$ cat src/rtl/pss_pkg.sv
package pss_pkg;

    typedef enum logic [1:0] {
        SEQ_IDLE  = 2'd0,
        SEQ_ISSUE = 2'd1,
        SEQ_WAIT  = 2'd2
    } seq_state_e;

    // strobes from the sequencing FSM to the datapath
    typedef struct packed {
        logic load;    // latch a new window
        logic first;   // window is the full coarsest-level span
        logic finish;  // latch final position
    } seq_ctl_t;

    // largest top-left coordinate at which the target still fits
    function automatic logic [31:0] fit_limit(input logic [31:0] img,
                                              input logic [31:0] tgt);
        return (img >= tgt) ? (img - tgt) : 32'd0;
    endfunction

    function automatic logic [31:0] band_lo(input logic [31:0] centre,
                                            input logic [31:0] margin,
                                            input logic [31:0] lim);
        logic [31:0] t;
        t = (centre > margin) ? (centre - margin) : 32'd0;
        return (t > lim) ? lim : t;
    endfunction

    function automatic logic [31:0] band_hi(input logic [31:0] centre,
                                            input logic [31:0] margin,
                                            input logic [31:0] lim);
        logic [31:0] t;
        t = centre + margin;
        return (t < lim) ? t : lim;
    endfunction

endpackage

$ cat src/rtl/pss_level_mux.sv
module pss_level_mux
    import pss_pkg::*;
#(
    parameter int MAX_LEVELS = 4,
    parameter int DIM_W      = 10,
    parameter int LVL_W      = 2
) (
    input  logic [LVL_W-1:0]            sel,
    input  logic [MAX_LEVELS*DIM_W-1:0] img_w_all,
    input  logic [MAX_LEVELS*DIM_W-1:0] img_h_all,
    input  logic [MAX_LEVELS*DIM_W-1:0] tgt_w_all,
    input  logic [MAX_LEVELS*DIM_W-1:0] tgt_h_all,
    output logic [1:0][DIM_W-1:0]       lim        // [0] row axis, [1] column axis
);
    localparam int SLOTS = 1 << LVL_W;

    logic [DIM_W-1:0] iw [SLOTS];
    logic [DIM_W-1:0] ih [SLOTS];
    logic [DIM_W-1:0] tw [SLOTS];
    logic [DIM_W-1:0] th [SLOTS];

    for (genvar i = 0; i < SLOTS; i++) begin : g_slot
        if (i < MAX_LEVELS) begin : g_used
            assign iw[i] = img_w_all[i*DIM_W +: DIM_W];
            assign ih[i] = img_h_all[i*DIM_W +: DIM_W];
            assign tw[i] = tgt_w_all[i*DIM_W +: DIM_W];
            assign th[i] = tgt_h_all[i*DIM_W +: DIM_W];
        end else begin : g_pad
            assign iw[i] = '0;
            assign ih[i] = '0;
            assign tw[i] = '0;
            assign th[i] = '0;
        end
    end

    assign lim[0] = DIM_W'(fit_limit(32'(ih[sel]), 32'(th[sel])));
    assign lim[1] = DIM_W'(fit_limit(32'(iw[sel]), 32'(tw[sel])));

endmodule

$ cat src/rtl/pss_window.sv
module pss_window
    import pss_pkg::*;
#(
    parameter int DIM_W  = 10,
    parameter int MARGIN = 2
) (
    input  logic                  first,
    input  logic [1:0][DIM_W-1:0] lim,
    input  logic [1:0][DIM_W-1:0] seed,
    output logic [1:0][DIM_W-1:0] lo,
    output logic [1:0][DIM_W-1:0] hi
);
    for (genvar a = 0; a < 2; a++) begin : g_axis
        logic [DIM_W:0] dbl;
        assign dbl   = {seed[a], 1'b0};
        assign lo[a] = first ? '0
                     : DIM_W'(band_lo(32'(dbl), 32'(MARGIN), 32'(lim[a])));
        assign hi[a] = first ? lim[a]
                     : DIM_W'(band_hi(32'(dbl), 32'(MARGIN), 32'(lim[a])));
    end
endmodule

$ cat src/rtl/pss_fsm.sv
module pss_fsm
    import pss_pkg::*;
#(
    parameter int MAX_LEVELS = 4,
    parameter int NUM_W      = 3,
    parameter int LVL_W      = 2
) (
    input  logic             clk,
    input  logic             rst,
    input  logic             start,
    input  logic [NUM_W-1:0] num_levels,
    input  logic             cmd_ready,
    input  logic             rsp_valid,
    output logic             cmd_valid,
    output logic [LVL_W-1:0] level,
    output logic [LVL_W-1:0] nxt_level,
    output seq_ctl_t         ctl,
    output logic             done
);
    seq_state_e       state_q, state_d;
    logic [LVL_W-1:0] level_q;
    logic [NUM_W-1:0] n_eff;
    logic [LVL_W-1:0] top_lvl;

    always_comb begin
        if (num_levels == '0)
            n_eff = NUM_W'(1);
        else if (num_levels > NUM_W'(MAX_LEVELS))
            n_eff = NUM_W'(MAX_LEVELS);
        else
            n_eff = num_levels;
    end
    assign top_lvl = LVL_W'(n_eff - NUM_W'(1));

    always_comb begin
        state_d    = state_q;
        nxt_level  = level_q;
        ctl        = '0;
        case (state_q)
            SEQ_IDLE: if (start) begin
                state_d   = SEQ_ISSUE;
                nxt_level = top_lvl;
                ctl.load  = 1'b1;
                ctl.first = 1'b1;
            end
            SEQ_ISSUE: if (cmd_ready) state_d = SEQ_WAIT;
            SEQ_WAIT: if (rsp_valid) begin
                if (level_q == '0) begin
                    state_d    = SEQ_IDLE;
                    ctl.finish = 1'b1;
                end else begin
                    state_d   = SEQ_ISSUE;
                    nxt_level = level_q - LVL_W'(1);
                    ctl.load  = 1'b1;
                end
            end
            default: state_d = SEQ_IDLE;
        endcase
    end

    always_ff @(posedge clk) begin
        if (rst) begin
            state_q <= SEQ_IDLE;
            level_q <= '0;
            done    <= 1'b0;
        end else begin
            state_q <= state_d;
            level_q <= nxt_level;
            if (state_q == SEQ_IDLE && start)
                done <= 1'b0;
            else if (ctl.finish)
                done <= 1'b1;
        end
    end

    assign cmd_valid = (state_q == SEQ_ISSUE);
    assign level     = level_q;

    // each refinement moves exactly one level finer
    p_level_step_r4: assert property (@(posedge clk) disable iff (rst)
        (state_q == SEQ_WAIT && rsp_valid && level_q != '0)
        |=> (level_q == LVL_W'($past(level_q) - LVL_W'(1))));

    // a response strobe while the command is unaccepted changes nothing
    p_rsp_ignored_r6: assert property (@(posedge clk) disable iff (rst)
        (state_q == SEQ_ISSUE && !cmd_ready)
        |=> (state_q == SEQ_ISSUE && $stable(level_q)));

    // start during a running sequence leaves the level untouched
    p_start_ignored_r8: assert property (@(posedge clk) disable iff (rst)
        (state_q != SEQ_IDLE && start && !(state_q == SEQ_WAIT && rsp_valid))
        |=> $stable(level_q));

    // done holds until a start, and drops after an accepted start
    p_done_hold_r9: assert property (@(posedge clk) disable iff (rst)
        (done && !start) |=> done);

    p_done_clear_r9: assert property (@(posedge clk) disable iff (rst)
        (state_q == SEQ_IDLE && start) |=> !done);

endmodule

$ cat src/rtl/pyr_search_seq.sv
module pyr_search_seq
    import pss_pkg::*;
#(
    parameter int MAX_LEVELS = 4,
    parameter int DIM_W      = 10,
    parameter int MARGIN     = 2,
    localparam int NUM_W     = $clog2(MAX_LEVELS + 1),
    localparam int LVL_W     = (MAX_LEVELS > 1) ? $clog2(MAX_LEVELS) : 1
) (
    input  logic                        clk,
    input  logic                        rst,
    input  logic                        start,
    input  logic [NUM_W-1:0]            num_levels,
    input  logic [MAX_LEVELS*DIM_W-1:0] img_w_all,
    input  logic [MAX_LEVELS*DIM_W-1:0] img_h_all,
    input  logic [MAX_LEVELS*DIM_W-1:0] tgt_w_all,
    input  logic [MAX_LEVELS*DIM_W-1:0] tgt_h_all,
    output logic                        cmd_valid,
    input  logic                        cmd_ready,
    output logic [LVL_W-1:0]            cmd_level,
    output logic [DIM_W-1:0]            cmd_row_lo,
    output logic [DIM_W-1:0]            cmd_row_hi,
    output logic [DIM_W-1:0]            cmd_col_lo,
    output logic [DIM_W-1:0]            cmd_col_hi,
    input  logic                        rsp_valid,
    input  logic [DIM_W-1:0]            rsp_row,
    input  logic [DIM_W-1:0]            rsp_col,
    output logic                        done,
    output logic [DIM_W-1:0]            final_row,
    output logic [DIM_W-1:0]            final_col
);
    seq_ctl_t              ctl;
    logic [LVL_W-1:0]      nxt_level;
    logic [1:0][DIM_W-1:0] lim, seed, lo_d, hi_d, lo_q, hi_q;

    pss_fsm #(
        .MAX_LEVELS(MAX_LEVELS), .NUM_W(NUM_W), .LVL_W(LVL_W)
    ) u_fsm (
        .clk(clk), .rst(rst), .start(start), .num_levels(num_levels),
        .cmd_ready(cmd_ready), .rsp_valid(rsp_valid),
        .cmd_valid(cmd_valid), .level(cmd_level), .nxt_level(nxt_level),
        .ctl(ctl), .done(done)
    );

    pss_level_mux #(
        .MAX_LEVELS(MAX_LEVELS), .DIM_W(DIM_W), .LVL_W(LVL_W)
    ) u_mux (
        .sel(nxt_level),
        .img_w_all(img_w_all), .img_h_all(img_h_all),
        .tgt_w_all(tgt_w_all), .tgt_h_all(tgt_h_all),
        .lim(lim)
    );

    assign seed[0] = rsp_row;
    assign seed[1] = rsp_col;

    pss_window #(.DIM_W(DIM_W), .MARGIN(MARGIN)) u_win (
        .first(ctl.first), .lim(lim), .seed(seed), .lo(lo_d), .hi(hi_d)
    );

    always_ff @(posedge clk) begin
        if (rst) begin
            lo_q      <= '0;
            hi_q      <= '0;
            final_row <= '0;
            final_col <= '0;
        end else begin
            if (ctl.load) begin
                lo_q <= lo_d;
                hi_q <= hi_d;
            end
            if (ctl.finish) begin
                final_row <= rsp_row;
                final_col <= rsp_col;
            end
        end
    end

    assign cmd_row_lo = lo_q[0];
    assign cmd_row_hi = hi_q[0];
    assign cmd_col_lo = lo_q[1];
    assign cmd_col_hi = hi_q[1];

    // a pending command is held steady until accepted
    p_cmd_hold_r5: assert property (@(posedge clk) disable iff (rst)
        (cmd_valid && !cmd_ready)
        |=> (cmd_valid && $stable(cmd_level) && $stable(cmd_row_lo) &&
             $stable(cmd_row_hi) && $stable(cmd_col_lo) && $stable(cmd_col_hi)));

    // an accepted command is withdrawn on the next cycle
    p_cmd_drop_r5: assert property (@(posedge clk) disable iff (rst)
        (cmd_valid && cmd_ready) |=> !cmd_valid);

    // window bounds are ordered
    p_win_order_r4: assert property (@(posedge clk) disable iff (rst)
        cmd_valid |-> (cmd_row_lo <= cmd_row_hi && cmd_col_lo <= cmd_col_hi));

    // the final position is the last response
    p_final_pos_r7: assert property (@(posedge clk) disable iff (rst)
        $rose(done) |-> (final_row == $past(rsp_row) && final_col == $past(rsp_col)
                         && !cmd_valid));

endmodule

$ cat config.mk
export PLATFORM = sky130hd
export DESIGN_NAME = pyr_search_seq
export DESIGN_NICKNAME = d
export VERILOG_FILES = /design/src/rtl/pss_pkg.sv /design/src/rtl/pss_level_mux.sv /design/src/rtl/pss_window.sv /design/src/rtl/pss_fsm.sv /design/src/rtl/pyr_search_seq.sv
export SDC_FILE = /design/constraint.sdc
export NUM_CORES = 1
export LEC_CHECK = 0
export BUFFER_PORTS_ARGS = -buffer_cell sky130_fd_sc_hd__buf_4
export CAP_MARGIN = 40
export CORE_ASPECT_RATIO = 1.5
export CORE_MARGIN = 2
export CORE_UTILIZATION = 55
export CTS_CLUSTER_DIAMETER = 120
export DETAILED_ROUTE_END_ITERATION = 16
export GPL_TIMING_DRIVEN = 0
export PLACE_DENSITY = 0.87
export SYNTH_ARGS = -nofsm -noshare
export SYNTH_HDL_FRONTEND = slang
export SYNTH_SLANG_ARGS = --single-unit
$ cat constraint.sdc
create_clock -name clk -period 13.2 [get_ports clk]
set_clock_uncertainty 0.2 [all_clocks]
set_input_delay 1.32 -clock clk [delete_from_list [all_inputs] [get_ports clk]]
set_output_delay 1.32 -clock clk [all_outputs]
set_load 0.01 [all_outputs]
-- Yosys cells after proc, flatten, opt, wreduce, memory -nomap -nowiden
Cells that the tools add are included.
- register bits after elaboration: 65
- input bits: 188
- word-level logic and storage cells: 82
- output and inout port bits: 64
- $add $sub $neg: 8
- magnitude comparators: 10
- bitwise logic cells: 1
- equality and inequality tests: 5
- muxes and demuxes: 43
- reduce and logical (&&, ||, !) cells: 6
- operators with widths (operator ; number):
    10-bit 2-to-1 mux ; 18
    10-bit binary-select mux with 2-bit select ; 4
    32-bit by 10-bit greater-than comparator with 1-bit output ; 2
    32-bit 2-to-1 mux ; 2
    11-bit by 2-bit adder with 12-bit output (second input constant) ; 2
    12-bit by 10-bit < comparator with 1-bit output ; 2
    11-bit by 2-bit subtractor with 12-bit output (second input constant) ; 2
    11-bit by 2-bit greater-than comparator with 1-bit output (second input constant) ; 2
    10-bit >= comparator ; 2
    10-bit subtractor ; 2
    2-bit 2-to-1 mux ; 9
    1-bit 2-to-1 mux ; 7
    2-bit case mux with 3 select lines ; 1
    2-bit zero test ; 2
    2-bit != test (second input constant) ; 2
    2-bit case mux with 2 select lines ; 1
    2-bit by 1-bit subtractor with 2-bit output (second input constant) ; 2
    3-bit >= comparator (second input constant) ; 1
    3-bit greater-than comparator (second input constant) ; 1
    3-bit zero test ; 1
    2-bit NOT with 3-bit output ; 1
    3-bit AND reduction ; 1
    2-bit by 1-bit equality test with 1-bit output (second input constant) ; 1
    2-bit equality test (second input constant) ; 1
    4 further kinds ; 4

-- Longest topological paths before layout
Gate-level depths: netlist of run 1.
- depth in word-level cells: 15
- depth in mapped cells: 26
- depth with buffers taken out: 21

-- Cells and area by module
From an unflattened synthesis of run 1, not the netlist that was laid out.
- cell total of the unflattened synthesis: 741
- area, all modules: 6712.7 µm²
- by module, submodules not included (module ; area an instance (µm²) ; cells an instance ; sequential area each (µm²) ; times used):
    pss_window ; 2189.6 ; 301 ; 0.0 ; 1
    pyr_search_seq ; 2172.1 ; 194 ; 1201.2 ; 1
    pss_level_mux ; 2028.2 ; 209 ; 0.0 ; 1
    pss_fsm ; 322.8 ; 37 ; 100.1 ; 1

-- Least setup slack after synthesis of run 1
No wires, ideal clock.
- path kind: input port to flip-flop
- from: in start
- to: reg lo_q, in the netlist cmd_row_lo[3]
- arrival: 6019 ps
- setup slack: 6885 ps
- cell stages on the path: 25
- required time: 12905 ps
- path buffers: 6
- path through: or3b_1 > clkbuf_1 > nand2_1 > o22a_1 > buf_2 > buf_2 > buf_2 > nand2_1 > a31oi_1 > ha_1 > inv_1 > fa_1 > a21oi_1 > a211oi_1 > or3_1 > clkbuf_1 > nand2_1 > ha_1 > a2111oi_0 > o21ai_0 > a221o_1 > a31oi_4 > buf_2 > nand3_1 > o311ai_1
- word-level cells in the longest chain between the ends: 11
- ends and longest elaborated chain (element ; line ; source):
    start, declared ; pyr_search_seq.sv:12 ; input logic start,
    2-bit 2-to-1 mux ; pss_fsm.sv:40 ; SEQ_IDLE: if (start) begin
    2-bit case mux with 2 select lines ; pss_fsm.sv:39 ; case (state_q)
    2-bit NOT with 3-bit output (implied by the code) ; pss_level_mux.sv:36 ; assign lim[0] = DIM_W'(fit_limit(32'(ih[sel]), 32'(th[sel])));
    10-bit binary-select mux with 2-bit select ; pss_level_mux.sv:36 ;
    10-bit 2-to-1 mux (implied by the code) (2 in a row) ; pss_level_mux.sv:36 ;
    10-bit subtractor / 10-bit >= comparator (equally long branches) ; pss_pkg.sv:19 ; return (img >= tgt) ? (img - tgt) : 32'd0;
    10-bit 2-to-1 mux ; pss_pkg.sv:19 ;
    32-bit by 10-bit greater-than comparator with 1-bit output ; pss_pkg.sv:27 ; return (t > lim) ? lim : t;
    10-bit 2-to-1 mux ; pss_pkg.sv:27 ;
    10-bit 2-to-1 mux ; pss_window.sv:16 ; assign lo[a] = first ? '0
    end signal, assigned ; pyr_search_seq.sv:69 ; lo_q <= lo_d;
    end, declared ; pyr_search_seq.sv:34 ; logic [1:0][DIM_W-1:0] lim, seed, lo_d, hi_d, lo_q, hi_q;
Parallel ways exist; a longest one is shown, timed or not. The select of a mux whose other input is x is not followed.
A chain may end at the register's enable or synchronous reset.

-- Worst setup path in the final report of run 1
Ends and elaborated chain as after synthesis.

==> results of run 1 <==
==> flip-flops by register name, summed over array words and instances, names as in the netlist <==
| signal | flops |
|---|---|
| final_row | 10 |
| cmd_row_lo | 10 |
| cmd_col_lo | 10 |
| cmd_col_hi | 10 |
| u_fsm.level | 2 |
| final_col | 10 |
| cmd_row_hi | 10 |
| u_fsm.state_q | 2 |
| u_fsm.done | 1 |
==> final cells by class <==
class                           instances  area (µm²)
Multi-Input combinational cell        803        4935
Fill cell                             999        2965
Timing Repair Buffer                  244        1832
Sequential cell                        65        1301
Buffer                                 62       272.8
Clock buffer                           11       252.7
Tap cell                              153       191.4
Inverter                               20       75.07
Clock inverter                          1       5.005
Antenna cell                            1       2.502
==> placed cells by master, fill, tap and decap left out, drive strengths merged, types with 3 or more instances in the layout <==
cell type / n
buf: 264
nand2: 242
dfxtp: 65
ha: 62
nand3: 54
clkbuf: 53
nor2: 50
a21oi: 49
o21ai: 40
a31oi: 30
and2: 29
xnor2: 22
nand4: 22
a211oi: 22
nor3: 21
inv: 20
o311ai: 18
a21o: 14
xor2: 12
nand2b: 11
o31ai: 10
a221o: 10
nor4: 9
nor2b: 7
a2111oi: 6
o211ai: 5
and3: 5
mux2i: 5
o211a: 4
or2: 4
or4: 4
o21a: 3
a32oi: 3
or3b: 3
==> stage by stage <==
stage	cell area, µm²	instances
CTS	8865	1359
global route	8867	1360
floorplan	6584	950
finish	8867	1360
global placement	8607	1347
detailed placement	8607	1347
==> power breakdown <==
group	switching, mW	internal [mW]	total, mW
Clock	0.0832	0.133	0.216
Sequential	0.0111	0.211	0.222
Combinational	0.380	0.259	0.639
Total	0.474	0.602	1.08
==> layer usage <==
metal,wire [µm],GRT usage (%)
met5,0,0
met1,8752,39.05
met3,1623,5.777
met2,11740,63.16
met4,1133,16.72
==> cells by family after synthesis <==
group / after synthesis
and+or+nand+nor: 467
AOI/OAI and AO/OA: 231
buffers and inverters: 82
DFF: 65
adders and majority gates: 64
xor gates and xnor gates: 34
muxes: 7
==> worst min-delay path, stage by stage (launching register included) <==
cell	delay, ns
dfxtp_1	0.30
nand2_1	0.05
a21oi_1	0.05
==> final timing paths <==
path | endpoint | slack (ns) | startpoint | cells past startpoint
max | cmd_row_lo[3] | 6.10 | start | 24
min | final_row[6] | 0.25 | final_row[6] | 2
max reg2reg | cmd_row_lo[3] | 6.68 | u_fsm.state_q[0] | 23
min reg2reg | final_row[6] | 0.25 | final_row[6] | 2
==> results_dict.tcl, run 1 <==
set metrics [dict create \
    layout_setup_ws_ns 6.096 \
    synth.ff_latch_count 65 \
    vias_per_cell 5.870 \
    cts_resized 0 \
    cts_root_buf "clkbuf_16" \
    fp.dieH_um 138 \
    maxSlewViolCount 0 \
    synthAdderAreaFrac_pct 12.39 \
    synth_common_cells "nand2_1, dfxtp_1, ha_1, nand3_1, nor2_1" \
    drc_errors 0 \
    globalplace.congestion 0.9752 \
    max_freq_ghz 0.1408 \
    worstPathArrival_ns 7.14 \
    synthTopCellsByArea "dfxtp_1, nand2_1, ha_1, nand3_1, a21oi_1" \
    synth_top_family_by_area "simple AND/OR/NAND/NOR gates" \
    yosysTopAreaCell "dfxtp_1" \
    core_area_um2 11830 \
    netlist.area_leader.share_pct 19.76 \
    syn_area_um2 6584 \
    synth.most_common_cell "nand2_1" \
    syn_nets 1202 \
    ys_types 68 \
    die_x_um 93.33 \
    hold_path_class "reg2reg" \
    worstMarginPinSlew_ns 0.7553 \
    antenna_left 0 \
    crit_path_frequent_cell "clkbuf_1" \
    worstSetupPathType "in2reg" \
    ir_drop_mv 0.05769 \
    worstPathCellList "buf_4 > or3b_1 > clkbuf_1 > nand2_1 > o22ai_1 > clkbuf_1 > a211oi_1 > a31oi_1 > ha_1 > inv_1 > fa_1 > a21oi_1 > a211oi_1 > or3_1 > clkbuf_1 > nand2_1 > ha_1 > a2111oi_0 > o21ai_0 > a221o_1 > a31oi_4 > buf_2 > nand3_1 > o311ai_1" \
    slew_headroom_pct 49.18 \
    slowest_delay_ns 0.45 \
    area_growth_pct 34.68 \
    cp.required_ns 13.24 \
    setup.worst_path.end_class "flip-flop" \
    timing.final.crit_share_pct 53.82 \
    final_core_util_pct 74.94 \
    synth_compound_area_share_pct 24.38 \
    yosys_most_used_dff "dfxtp_1" \
    synthXorXnorAreaFrac_pct 4.523 \
    synthMuxAreaShare_pct 1.102 \
    cts_buffers 9 \
    dp_hpwl_um 18950 \
    post_cts_buffers 0 \
    drt_iter0_drc 419 \
    start_kind "primary input" \
    critPathSlowestCell "o22ai_1" \
    synthArstFlopShare_pct 0 \
    max-cap-violations 0 \
    fin_nets 1457 \
    path_delay_family "compound AO/OA/AOI/OAI gates" \
    clk-insertion-delay-late_ns 0.33 \
    synth_edf_count 0 \
    clock_sinks 65 \
    wire_per_inst_um 17.09 \
    rsz0062_at_grt "no" \
    grt_pass1_wl_um 36650 \
    drt_wl_total_um 23250 \
    finalCriticalPeriod_ns 7.104 \
    fin_setup_tns_ns 0 \
    synthSimpleGateAreaFrac_pct 32.55 \
    vias 7983 \
    gr-total-overflow 0 \
    rows 49 \
    hold_slack_ns 0.2530 \
    ios 252 \
    cts_tree "yes" \
    avgSynthCellArea_um2 6.930 \
    antenna_found_initial 1 \
    synthCells 950 \
    power.density_nw_per_um2 121.4 \
    grt_pass1_vias 7711 \
    port_buffers 244 \
    clkTransAtPathRegs_ns 0.05 \
    start_util_pct 55.64 \
    place_ws_ns 5.798 \
    hold_viol 0 \
    yosys_warnings 0 \
    clock_path_buffers 2 \
    grt_max_degree 11 \
    path_buf_inv 6 \
    finalSetupViolations 0 \
    status "finished clean" \
    p_leak_nw 3.963 \
    htreeDepth 3 \
    cp_max_fo 10 \
    fin_total_pwr_mw 1.076 \
    layout-drive-gt1-share_pct 24.13 \
    grtUsageTotal_pct 35.02 \
    ys_seq_area_share_pct 19.76 \
    firstDrtPassIters 5 \
    cts_hold_buf 0 \
    die_area_um2 12880 \
]
(Power assumes the default switching activity.)
==> inputs of run 2 (changes only) <==
--- a/config.mk
+++ b/config.mk
@@ -5,15 +5,16 @@
 export SDC_FILE = /design/constraint.sdc
 export NUM_CORES = 1
 export LEC_CHECK = 0
+export ABC_AREA = 1
 export BUFFER_PORTS_ARGS = -buffer_cell sky130_fd_sc_hd__buf_4
 export CAP_MARGIN = 40
 export CORE_ASPECT_RATIO = 1.5
 export CORE_MARGIN = 2
-export CORE_UTILIZATION = 55
+export CORE_UTILIZATION = 46
 export CTS_CLUSTER_DIAMETER = 120
 export DETAILED_ROUTE_END_ITERATION = 16
 export GPL_TIMING_DRIVEN = 0
-export PLACE_DENSITY = 0.87
+export PLACE_DENSITY = 0.77
 export SYNTH_ARGS = -nofsm -noshare
 export SYNTH_HDL_FRONTEND = slang
 export SYNTH_SLANG_ARGS = --single-unit
==> constraint.sdc (replaced) <==
create_clock -name clk -period 6.4 [get_ports clk]
set_clock_uncertainty 0.2 [all_clocks]
set_input_delay 0.64 -clock clk [delete_from_list [all_inputs] [get_ports clk]]
set_output_delay 0.64 -clock clk [all_outputs]
set_load 0.01 [all_outputs]
==> results_dict.tcl, run 2 <==
set metrics [dict create \
    clock_sinks 65 \
    synthAdderAreaFrac_pct 11.93 \
    synthCells 1113 \
    path_buf_inv 8 \
    antenna_cells 0 \
    drc_errors 0 \
    clkPwrFrac_pct 21.2 \
    final_cell_area_um2 9253 \
    ys_types 45 \
    fp.dieH_um 153.3 \
    p_seq_share_pct 18.6 \
    start_util_pct 47.08 \
    cts_resized 0 \
    setup.worst_path.end_class "flip-flop" \
    firstDrtPassIters 5 \
    die_area_um2 15880 \
    cts_tree "yes" \
    wire_per_inst_um 15.70 \
    synthXorXnorAreaFrac_pct 3.074 \
    start_kind "primary input" \
    hold_slack_ns 0.2637 \
    port_buffers 248 \
    synthMuxAreaShare_pct 0 \
    max-cap-violations 0 \
    crit_path_frequent_cell "nand2_1" \
    hold_viol 0 \
    antenna_left 0 \
    hold_path_class "reg2reg" \
    place_ws_ns 0.7515 \
    p_leak_nw 4.780 \
    avgSynthCellArea_um2 6.145 \
    ir_drop_mv 0.1412 \
    finalCriticalPeriod_ns 5.407 \
    worstSetupPathType "in2reg" \
    vias_per_cell 5.396 \
    power.density_nw_per_um2 259.9 \
    die_x_um 103.6 \
    antenna_found_initial 0 \
    rsz0062_at_grt "no" \
    finalSetupViolations 0 \
    slew_headroom_pct 51.42 \
    gr-total-overflow 0 \
    syn_nets 1365 \
    vias 8488 \
    ys_seq_area_share_pct 19.03 \
    post_cts_buffers 0 \
    drt_wl_total_um 24700 \
    final_core_util_pct 63.70 \
    status "finished clean" \
    ios 252 \
    layout_setup_ws_ns 0.9928 \
    synth_top_family_by_area "simple AND/OR/NAND/NOR gates" \
    slowest_delay_ns 0.42 \
    cp.required_ns 6.40 \
    globalplace.congestion 0.9258 \
    synthSimpleGateAreaFrac_pct 32.95 \
    swShare_pct 45.79 \
    synth_compound_area_share_pct 22.17 \
    grt_pass1_vias 7954 \
    place_inst 1557 \
    critPathSlowestCell "fa_1" \
    clock_path_buffers 2 \
    layout-drive-gt1-share_pct 22.88 \
    max_freq_ghz 0.1849 \
    dp_hpwl_um 20200 \
    synth.ff_latch_count 65 \
    dpl_cell_area_um2 8946 \
    synthArstFlopShare_pct 0 \
    final_common_cell "nand2_1" \
    clkTransAtPathRegs_ns 0.06 \
    cts_hold_buf 0 \
    yosys_most_used_dff "dfxtp_1" \
    area_growth_pct 35.29 \
    cp_max_fo 10 \
    drt_iter0_drc 452 \
    syn_area_um2 6839 \
    cts_root_buf "clkbuf_16" \
    grt_max_degree 13 \
    synthTopCellsByArea "dfxtp_1, nand2_1, ha_1, inv_1, o21ai_0" \
    yosys_warnings 0 \
    rows 54 \
    power.switching_mw 1.101 \
    grt_pass1_wl_um 39590 \
    layout_common_cells "nand2_1, buf_4, inv_1, nor2_1, o21ai_0" \
    grtUsageTotal_pct 30.44 \
    p_int_mw 1.304 \
    fin_nets 1624 \
    maxSlewViolCount 0 \
    fin_total_pwr_mw 2.405 \
    worstMarginPinSlew_ns 0.7211 \
    htreeDepth 3 \
    fin_cells 1573 \
    netlist.area_leader.share_pct 19.03 \
    clk-insertion-delay-late_ns 0.34 \
    fin_setup_tns_ns 0 \
    path_delay_family "simple AND/OR/NAND/NOR gates" \
    timing.final.crit_share_pct 84.49 \
    core_area_um2 14530 \
    worstPathArrival_ns 5.41 \
    synth_edf_count 0 \
    synth_common_cells "nand2_1, inv_1, nor2_1, o21ai_0, a21oi_1" \
    synth.most_common_cell "nand2_1" \
    yosysTopAreaCell "dfxtp_1" \
    p_comb_share_pct 60.2 \
    cts_buffers 9 \
]
run 2: cell type report:
cell class              instances  area, µm²
fillers                      1452       5274
multi-input cells             856       4796
repair buffers                248       1862
flip-flops and latches         65       1301
inverters                     141      529.3
well taps                     196      245.2
clock buffers                  10      239.0
plain buffers                  51      212.7
clock inverters                 6      67.56
run 2: worst paths after layout:
kind	to	startpoint	slack, ns	depth (start not counted)
min	cmd_col_lo[6]	cmd_col_lo[6]	0.26	2
max reg2reg	cmd_col_hi[8]	u_fsm.state_q[1]	1.02	25
max	cmd_col_lo[9]	rsp_valid	0.99	33
min reg2reg	cmd_col_lo[6]	cmd_col_lo[6]	0.26	2
run 2: worst register-to-register path, delay by kind of cell (launching register included):
family	cells	cell delay, ns
AOI/OAI and AO/OA	7	1.60
adders and majority gates	2	0.67
buffers and inverters	4	0.77
DFF	1	0.40
and+or+nand+nor	12	1.65
run 2: cell families (layout without fill, tap and decap cells):
group | Yosys count | after routing
DFF | 65 | 65
AOI/OAI and AO/OA | 258 | 258
buffers and inverters | 192 | 456
xor gates and xnor gates | 24 | 24
and+or+nand+nor | 510 | 510
adders and majority gates | 64 | 64
run 2: routing by layer:
metal	vias up	global-route usage, %	share of wire (%)
li1	4245	-	-
met1	3872	36.02	40
met2	313	54.90	50
met3	58	4.819	5.7
met4	0	11.71	3.3
met5	-	0	0
run 2: power groups by stage:
stage	Sequential (mW)	Combinational [mW]	Clock, mW
finish	0.448	1.45	0.509
floorplan	0.462	0.999	0
detailed placement	0.457	1.43	0
global placement	0.456	1.40	0
global route	0.451	1.64	0.527
CTS	0.448	1.44	0.508
